## src/rtl/pwmgen_pkg.sv

```systemverilog
package pwmgen_pkg;
    localparam int ADDR_W = 8;
    localparam int DATA_W = 8;
    localparam int PRE_W  = 7;
    localparam int CNT_W  = 8;

    localparam logic [ADDR_W-1:0] ADR_CTRL = 8'h4B;
    localparam logic [ADDR_W-1:0] ADR_DUTY = 8'h4E;
    localparam logic [ADDR_W-1:0] ADR_BLEN = 8'h51;

    typedef struct packed {
        logic             run;
        logic [PRE_W-1:0] code;
    } ctrl_t;

    function automatic logic addr_mapped(input logic [ADDR_W-1:0] a);
        return (a == ADR_CTRL) || (a == ADR_DUTY) || (a == ADR_BLEN);
    endfunction
endpackage

```

## src/rtl/pwmgen_regs.sv

```systemverilog
module pwmgen_regs
    import pwmgen_pkg::*;
(
    input  logic              clk,
    input  logic              rst,
    input  logic              wr_en,
    input  logic [ADDR_W-1:0] addr,
    input  logic [DATA_W-1:0] wdata,
    output ctrl_t             ctrl,
    output logic [CNT_W-1:0]  duty,
    output logic              blen,
    output logic [DATA_W-1:0] rdata
);
    always_ff @(posedge clk) begin
        if (rst) begin
            ctrl <= '0;
            duty <= '0;
            blen <= 1'b0;
        end else if (wr_en) begin
            case (addr)
                ADR_CTRL: ctrl <= ctrl_t'(wdata);
                ADR_DUTY: duty <= wdata[CNT_W-1:0];
                ADR_BLEN: blen <= wdata[0];
                default:  ;
            endcase
        end
    end

    always_comb begin
        rdata = '0;
        case (addr)
            ADR_CTRL: rdata = DATA_W'(ctrl);
            ADR_DUTY: rdata = DATA_W'(duty);
            ADR_BLEN: rdata = DATA_W'(blen);
            default:  rdata = '0;
        endcase
    end

    AST_CTRL_READBACK: assert property (@(posedge clk) disable iff (rst)
        (wr_en && addr == ADR_CTRL) |=> (ctrl == ctrl_t'($past(wdata))));

    AST_UNMAPPED_KEEP: assert property (@(posedge clk) disable iff (rst)
        (wr_en && !addr_mapped(addr)) |=> ($stable(ctrl) && $stable(duty) && $stable(blen)));

    always_comb begin
        if (!rst && !addr_mapped(addr))
            AST_UNMAPPED_ZERO: assert (rdata == '0);
    end
endmodule

```

## src/rtl/pwmgen_presc.sv

```systemverilog
module pwmgen_presc #(
    parameter int PRE_W = 7
) (
    input  logic             clk,
    input  logic             rst,
    input  logic             run,
    input  logic             base_tick,
    input  logic [PRE_W-1:0] code,
    output logic             div_tick
);
    logic [PRE_W-1:0] pre_cnt;
    logic             wrap;

    assign wrap     = (pre_cnt >= code);
    assign div_tick = run && base_tick && wrap;

    always_ff @(posedge clk) begin
        if (rst || !run)
            pre_cnt <= '0;
        else if (base_tick)
            pre_cnt <= wrap ? '0 : pre_cnt + 1'b1;
    end

    AST_TICK_NEEDS_BASE: assert property (@(posedge clk) disable iff (rst)
        div_tick |-> (base_tick && run));

    AST_PRE_IDLE_CLEAR: assert property (@(posedge clk) disable iff (rst)
        !run |=> (pre_cnt == '0));
endmodule

```

## src/rtl/pwmgen_core.sv

```systemverilog
module pwmgen_core #(
    parameter int CNT_W = 8
) (
    input  logic             clk,
    input  logic             rst,
    input  logic             run,
    input  logic             gate,
    input  logic             div_tick,
    input  logic [CNT_W-1:0] duty_req,
    output logic             pwm_out
);
    localparam logic [CNT_W-1:0] CNT_MAX = {CNT_W{1'b1}};

    logic [CNT_W-1:0] cnt;
    logic [CNT_W-1:0] duty_act;
    logic             raw;
    logic             boundary;

    assign boundary = div_tick && (cnt == CNT_MAX);
    assign raw      = (duty_act == CNT_MAX) || (cnt < duty_act);

    always_ff @(posedge clk) begin
        if (rst) begin
            cnt      <= '0;
            duty_act <= '0;
            pwm_out  <= 1'b0;
        end else begin
            if (!run) begin
                cnt      <= '0;
                duty_act <= duty_req;
            end else if (div_tick) begin
                cnt <= cnt + 1'b1;
                if (boundary)
                    duty_act <= duty_req;
            end
            pwm_out <= run && gate && raw;
        end
    end

    AST_OUT_GATED: assert property (@(posedge clk) disable iff (rst)
        pwm_out |-> $past(run && gate));

    AST_SHADOW_HOLD: assert property (@(posedge clk) disable iff (rst)
        (run && !boundary) |=> $stable(duty_act));

    AST_CNT_IDLE_CLEAR: assert property (@(posedge clk) disable iff (rst)
        !run |=> (cnt == '0));
endmodule

```

## src/rtl/pwmgen_top.sv

```systemverilog
module pwmgen_top
    import pwmgen_pkg::*;
(
    input  logic              clk,
    input  logic              rst,
    input  logic              base_tick,
    input  logic              wr_en,
    input  logic [ADDR_W-1:0] addr,
    input  logic [DATA_W-1:0] wdata,
    output logic [DATA_W-1:0] rdata,
    output logic              pwm_out
);
    ctrl_t            ctrl;
    logic [CNT_W-1:0] duty;
    logic             blen;
    logic             div_tick;

    pwmgen_regs u_regs (
        .clk   (clk),
        .rst   (rst),
        .wr_en (wr_en),
        .addr  (addr),
        .wdata (wdata),
        .ctrl  (ctrl),
        .duty  (duty),
        .blen  (blen),
        .rdata (rdata)
    );

    pwmgen_presc #(.PRE_W(PRE_W)) u_presc (
        .clk       (clk),
        .rst       (rst),
        .run       (ctrl.run),
        .base_tick (base_tick),
        .code      (ctrl.code),
        .div_tick  (div_tick)
    );

    pwmgen_core #(.CNT_W(CNT_W)) u_core (
        .clk      (clk),
        .rst      (rst),
        .run      (ctrl.run),
        .gate     (blen),
        .div_tick (div_tick),
        .duty_req (duty),
        .pwm_out  (pwm_out)
    );

    AST_RESET_LOW: assert property (@(posedge clk)
        rst |=> !pwm_out);
endmodule

```

## config.mk

```make
export PLATFORM = sky130hd
export DESIGN_NAME = pwmgen_top
export DESIGN_NICKNAME = d
export VERILOG_FILES = /design/src/rtl/pwmgen_pkg.sv /design/src/rtl/pwmgen_regs.sv /design/src/rtl/pwmgen_presc.sv /design/src/rtl/pwmgen_core.sv /design/src/rtl/pwmgen_top.sv
export SDC_FILE = /design/constraint.sdc
export NUM_CORES = 1
export LEC_CHECK = 0
export BUFFER_PORTS_ARGS = -buffer_cell sky130_fd_sc_hd__buf_2
export CORE_ASPECT_RATIO = 2
export CORE_UTILIZATION = 55
export DETAILED_ROUTE_END_ITERATION = 10
export MAX_ROUTING_LAYER = met4
export PLACE_DENSITY = 0.77
export SYNTH_ARGS = -nofsm -noshare
export SYNTH_HDL_FRONTEND = slang
export SYNTH_SLANG_ARGS = --single-unit
export TNS_END_PERCENT = 100
```

## constraint.sdc

```tcl
create_clock -name clk -period 4.55 [get_ports clk]
set_input_delay 1.1375 -clock clk [delete_from_list [all_inputs] [get_ports clk]]
set_output_delay 1.1375 -clock clk [all_outputs]
set_load 0.1 [all_outputs]
```

==> metrics <==
Reg-to-Reg End=u_core.duty_act[4]; Cell variety after synth=38; antenna violations before repair=0; I/O Pins=29; mean post-synth cell area=9.13 µm²; count of pins over their slew limit=0; CTS Buf Count=5; power consumption=0.662 mW; Reg power frac=0.542; port bufs=28; Core Area=3840 µm²; Die Ht=91.6 µm; ys async rst share=0; top cell type's share of synthesized area=0.371; # fillers=367; TritonRoute pass-1 iters=4; CP bufs+invs=2; Setup Buffers After CTS=0; post-synthesis cell count=242; vias in the first global route=1797; Rel. slew slack=0.569; Crit path required time=3.41 ns; site row count=32; post-synthesis adder-cell area fraction=0.0906; share of cells above drive strength 1=0.152; Synth Register Bits=41; number of DRC markers in iteration 0=12; max incr delay on CP=0.55 ns; area leader, netlist=dfxtp_1; Int Pwr=0.529 mW; routability cong.=0.827; endpoints failing hold=0; n_diodes=0; Layout Skew=0.00574 ns; setup TNS=0 ns; Max Cap Viol=0; syn_nets=278; Least-Margin Pin Slew=0.643 ns; Layout area overhead=12.5%; Leak Pwr=1.11 nW; power density cells=266 nW/µm²; Residual DRC=0; Net Sw Frac=0.201; post-cts sizing count=0; remaining antenna violation count=0; worst flop-to-flop path startpoint=u_presc.pre_cnt[0]; clk buf depth=2; Layout Nets=306; CP most frequent cell=buf_2; Most used DFF post-synth=dfxtp_1; footprint of the multi-input gates=1300 µm²; CTS tree=yes; post-synthesis mux area share=0.118; # hold bufs at CTS=0; CP Capture Type=output pin; CP top delay family=simple AND/OR/NAND/NOR gates; via count=1792; status=finished clean; overall die width=46.8 µm; Overflow after GRT=0; WS Path Type=input port to output pin; Slowest-stage cell, CP=nor3b_2; crit start category=input port; XOR/XNOR share of the synthesized area=0.0238; Post-Route WL=4530 µm; H-tree levels=2; VDD IR max=0.227 mV; post-synthesis sequential area ratio=0.371; Core Util, Final=0.647; Clk pwr share=0.424; Comb pwr share=0.034; first-pass GRT wire length=7860 µm; crit path DAT=3.03 ns; synth cell count leaders=dfxtp_1, nor2_1, mux2i_1, nand2b_1, ha_1; Worst Hold Path EP=u_core.duty_act[5]; All-Layer GR Usage=0.255; Clock transition at path regs=0.07 ns; f_max=240 MHz; Crit Path Max Fanout=8; Post-Synth Simple-Gate Area=0.235; HP Start=u_regs.duty[5]; EDFF count, synth=0; hold path cells=2; Skew-Pair Late Insertion Delay=0.29 ns; Final Critical Period=4.17 ns; Initial Utilization=0.575; HP Class=flop to flop; DR vias/cell=5.58; NetSw=0.133 mW; mapped cell area=2210 µm²; setup slack, reg-to-reg=2.37 ns; Compound-Gate Fraction of Synth Area=0.122; register area=821 µm²; part of the cycle the worst path needs=0.915; Ys Warns=0; ranking of synthesized cells by area=dfxtp_1, mux2i_1, ha_1, nand2b_1, nor2_1; worst reg-to-reg path cell count=7; largest family of logic cells by synthesized area=simple AND/OR/NAND/NOR gates; top-count cell post-synth=dfxtp_1; RSZ-0062 raised after global routing=false; DIE AREA=4290 µm²; DP HPWL=3410 µm; pin count of the biggest net entering global routing=36; clk sinks=41; Clock Tree Root=clkbuf_8; final setup vio count=0; Cell Chain, Critical Path=buf_2 > nor3b_1 > nand4b_1 > nor3b_2 > a22o_1 > buf_2; routed len/inst=14.1 µm
-- worst max path at each step --
stage               startpoint  slack (ns)  depth (start not counted)       end
finish                 addr[5]        0.38                          6  rdata[7]
global route           addr[5]        0.21                          6  rdata[7]
CTS                    addr[5]        0.37                          6  rdata[7]
detailed placement     addr[5]        0.42                          6  rdata[7]
global placement       addr[5]        0.47                          6  rdata[7]
floorplan              addr[5]        0.59                          4  rdata[1]
-- layout make-up --
type / count / area share
Inverter: 15 / 0.0226
Tap cell: 51 / 0.0257
Multi-Input combinational cell: 179 / 0.523
Clock inverter: 2 / 0.0141
Timing Repair Buffer: 28 / 0.0564
Clock buffer: 5 / 0.0277
Sequential cell: 41 / 0.330
-- routing by layer --
layer	vias to the layer above	wire length [µm]	GRT usage
met5	-	0	-
met4	0	83	0.0976
met3	5	79	0.0374
met2	28	2560	0.442
met1	850	1800	0.274
li1	909	-	-
-- registers in the layout (all words and copies together), names as in the netlist --
name and flops:
u_core.duty_act 8, u_regs.blen 1, u_regs.duty 8, u_regs.ctrl 8, u_core.cnt 8, u_core.pwm_out 1
u_presc.pre_cnt 7
-- power groups by stage --
stage | clock network (mW) | logic, mW | registers (mW)
floorplan | 0 | 0.0105 | 0.367
global placement | 0 | 0.0219 | 0.367
detailed placement | 0 | 0.0224 | 0.367
CTS | 0.287 | 0.0224 | 0.359
global route | 0.302 | 0.0244 | 0.359
finish | 0.281 | 0.0223 | 0.359
-- kinds of logic after synthesis --
logic type	count (synthesis)
AO/OA/AOI/OAI	36
adder cells (fa/ha/maj)	16
multiplexers	26
buffers and inverters	22
XOR/XNOR	6
flip-flops	41
AND/OR/NAND/NOR	95
-- worst reg2reg max path: cells and delay by family, from the launching register on --
| family | cells | cell delay, ns |
|---|---|---|
| and+or+nand+nor | 1 | 0.05 |
| adders and majority gates | 1 | 0.32 |
| AOI/OAI and AO/OA | 3 | 1.02 |
| DFF | 1 | 0.41 |
| buffers and inverters | 1 | 0.07 |
| muxes | 1 | 0.24 |
-- layout by cell type (no fill, tap or decap), types with 3 or more instances in the layout --
cell	instances
a21oi_1	12
a22o_1	7
buf_2	28
clkbuf_8	5
dfxtp_1	41
ha_1	16
inv_1	15
mux2i_1	26
nand2_1	13
nand2b_1	18
nand3_1	5
nand4_1	8
nand4b_1	3
nor2_1	29
o21ai_0	4
o31ai_1	5
or3_1	3
or4_1	4
xnor2_1	3
xor2_1	3
-- stage by stage --
step	area, µm²	cells	hold WS [ns]	worst slack, ns
after global routing	2490	321	0.520	0.210
after CTS	2490	321	0.498	0.372
after global placement	2380	314	0.475	0.470
after floorplan	2210	242	0.458	0.591
final	2490	321	0.495	0.384
after detailed placement	2380	314	0.486	0.417
No activity file was read; power rests on OpenSTA's default activity.
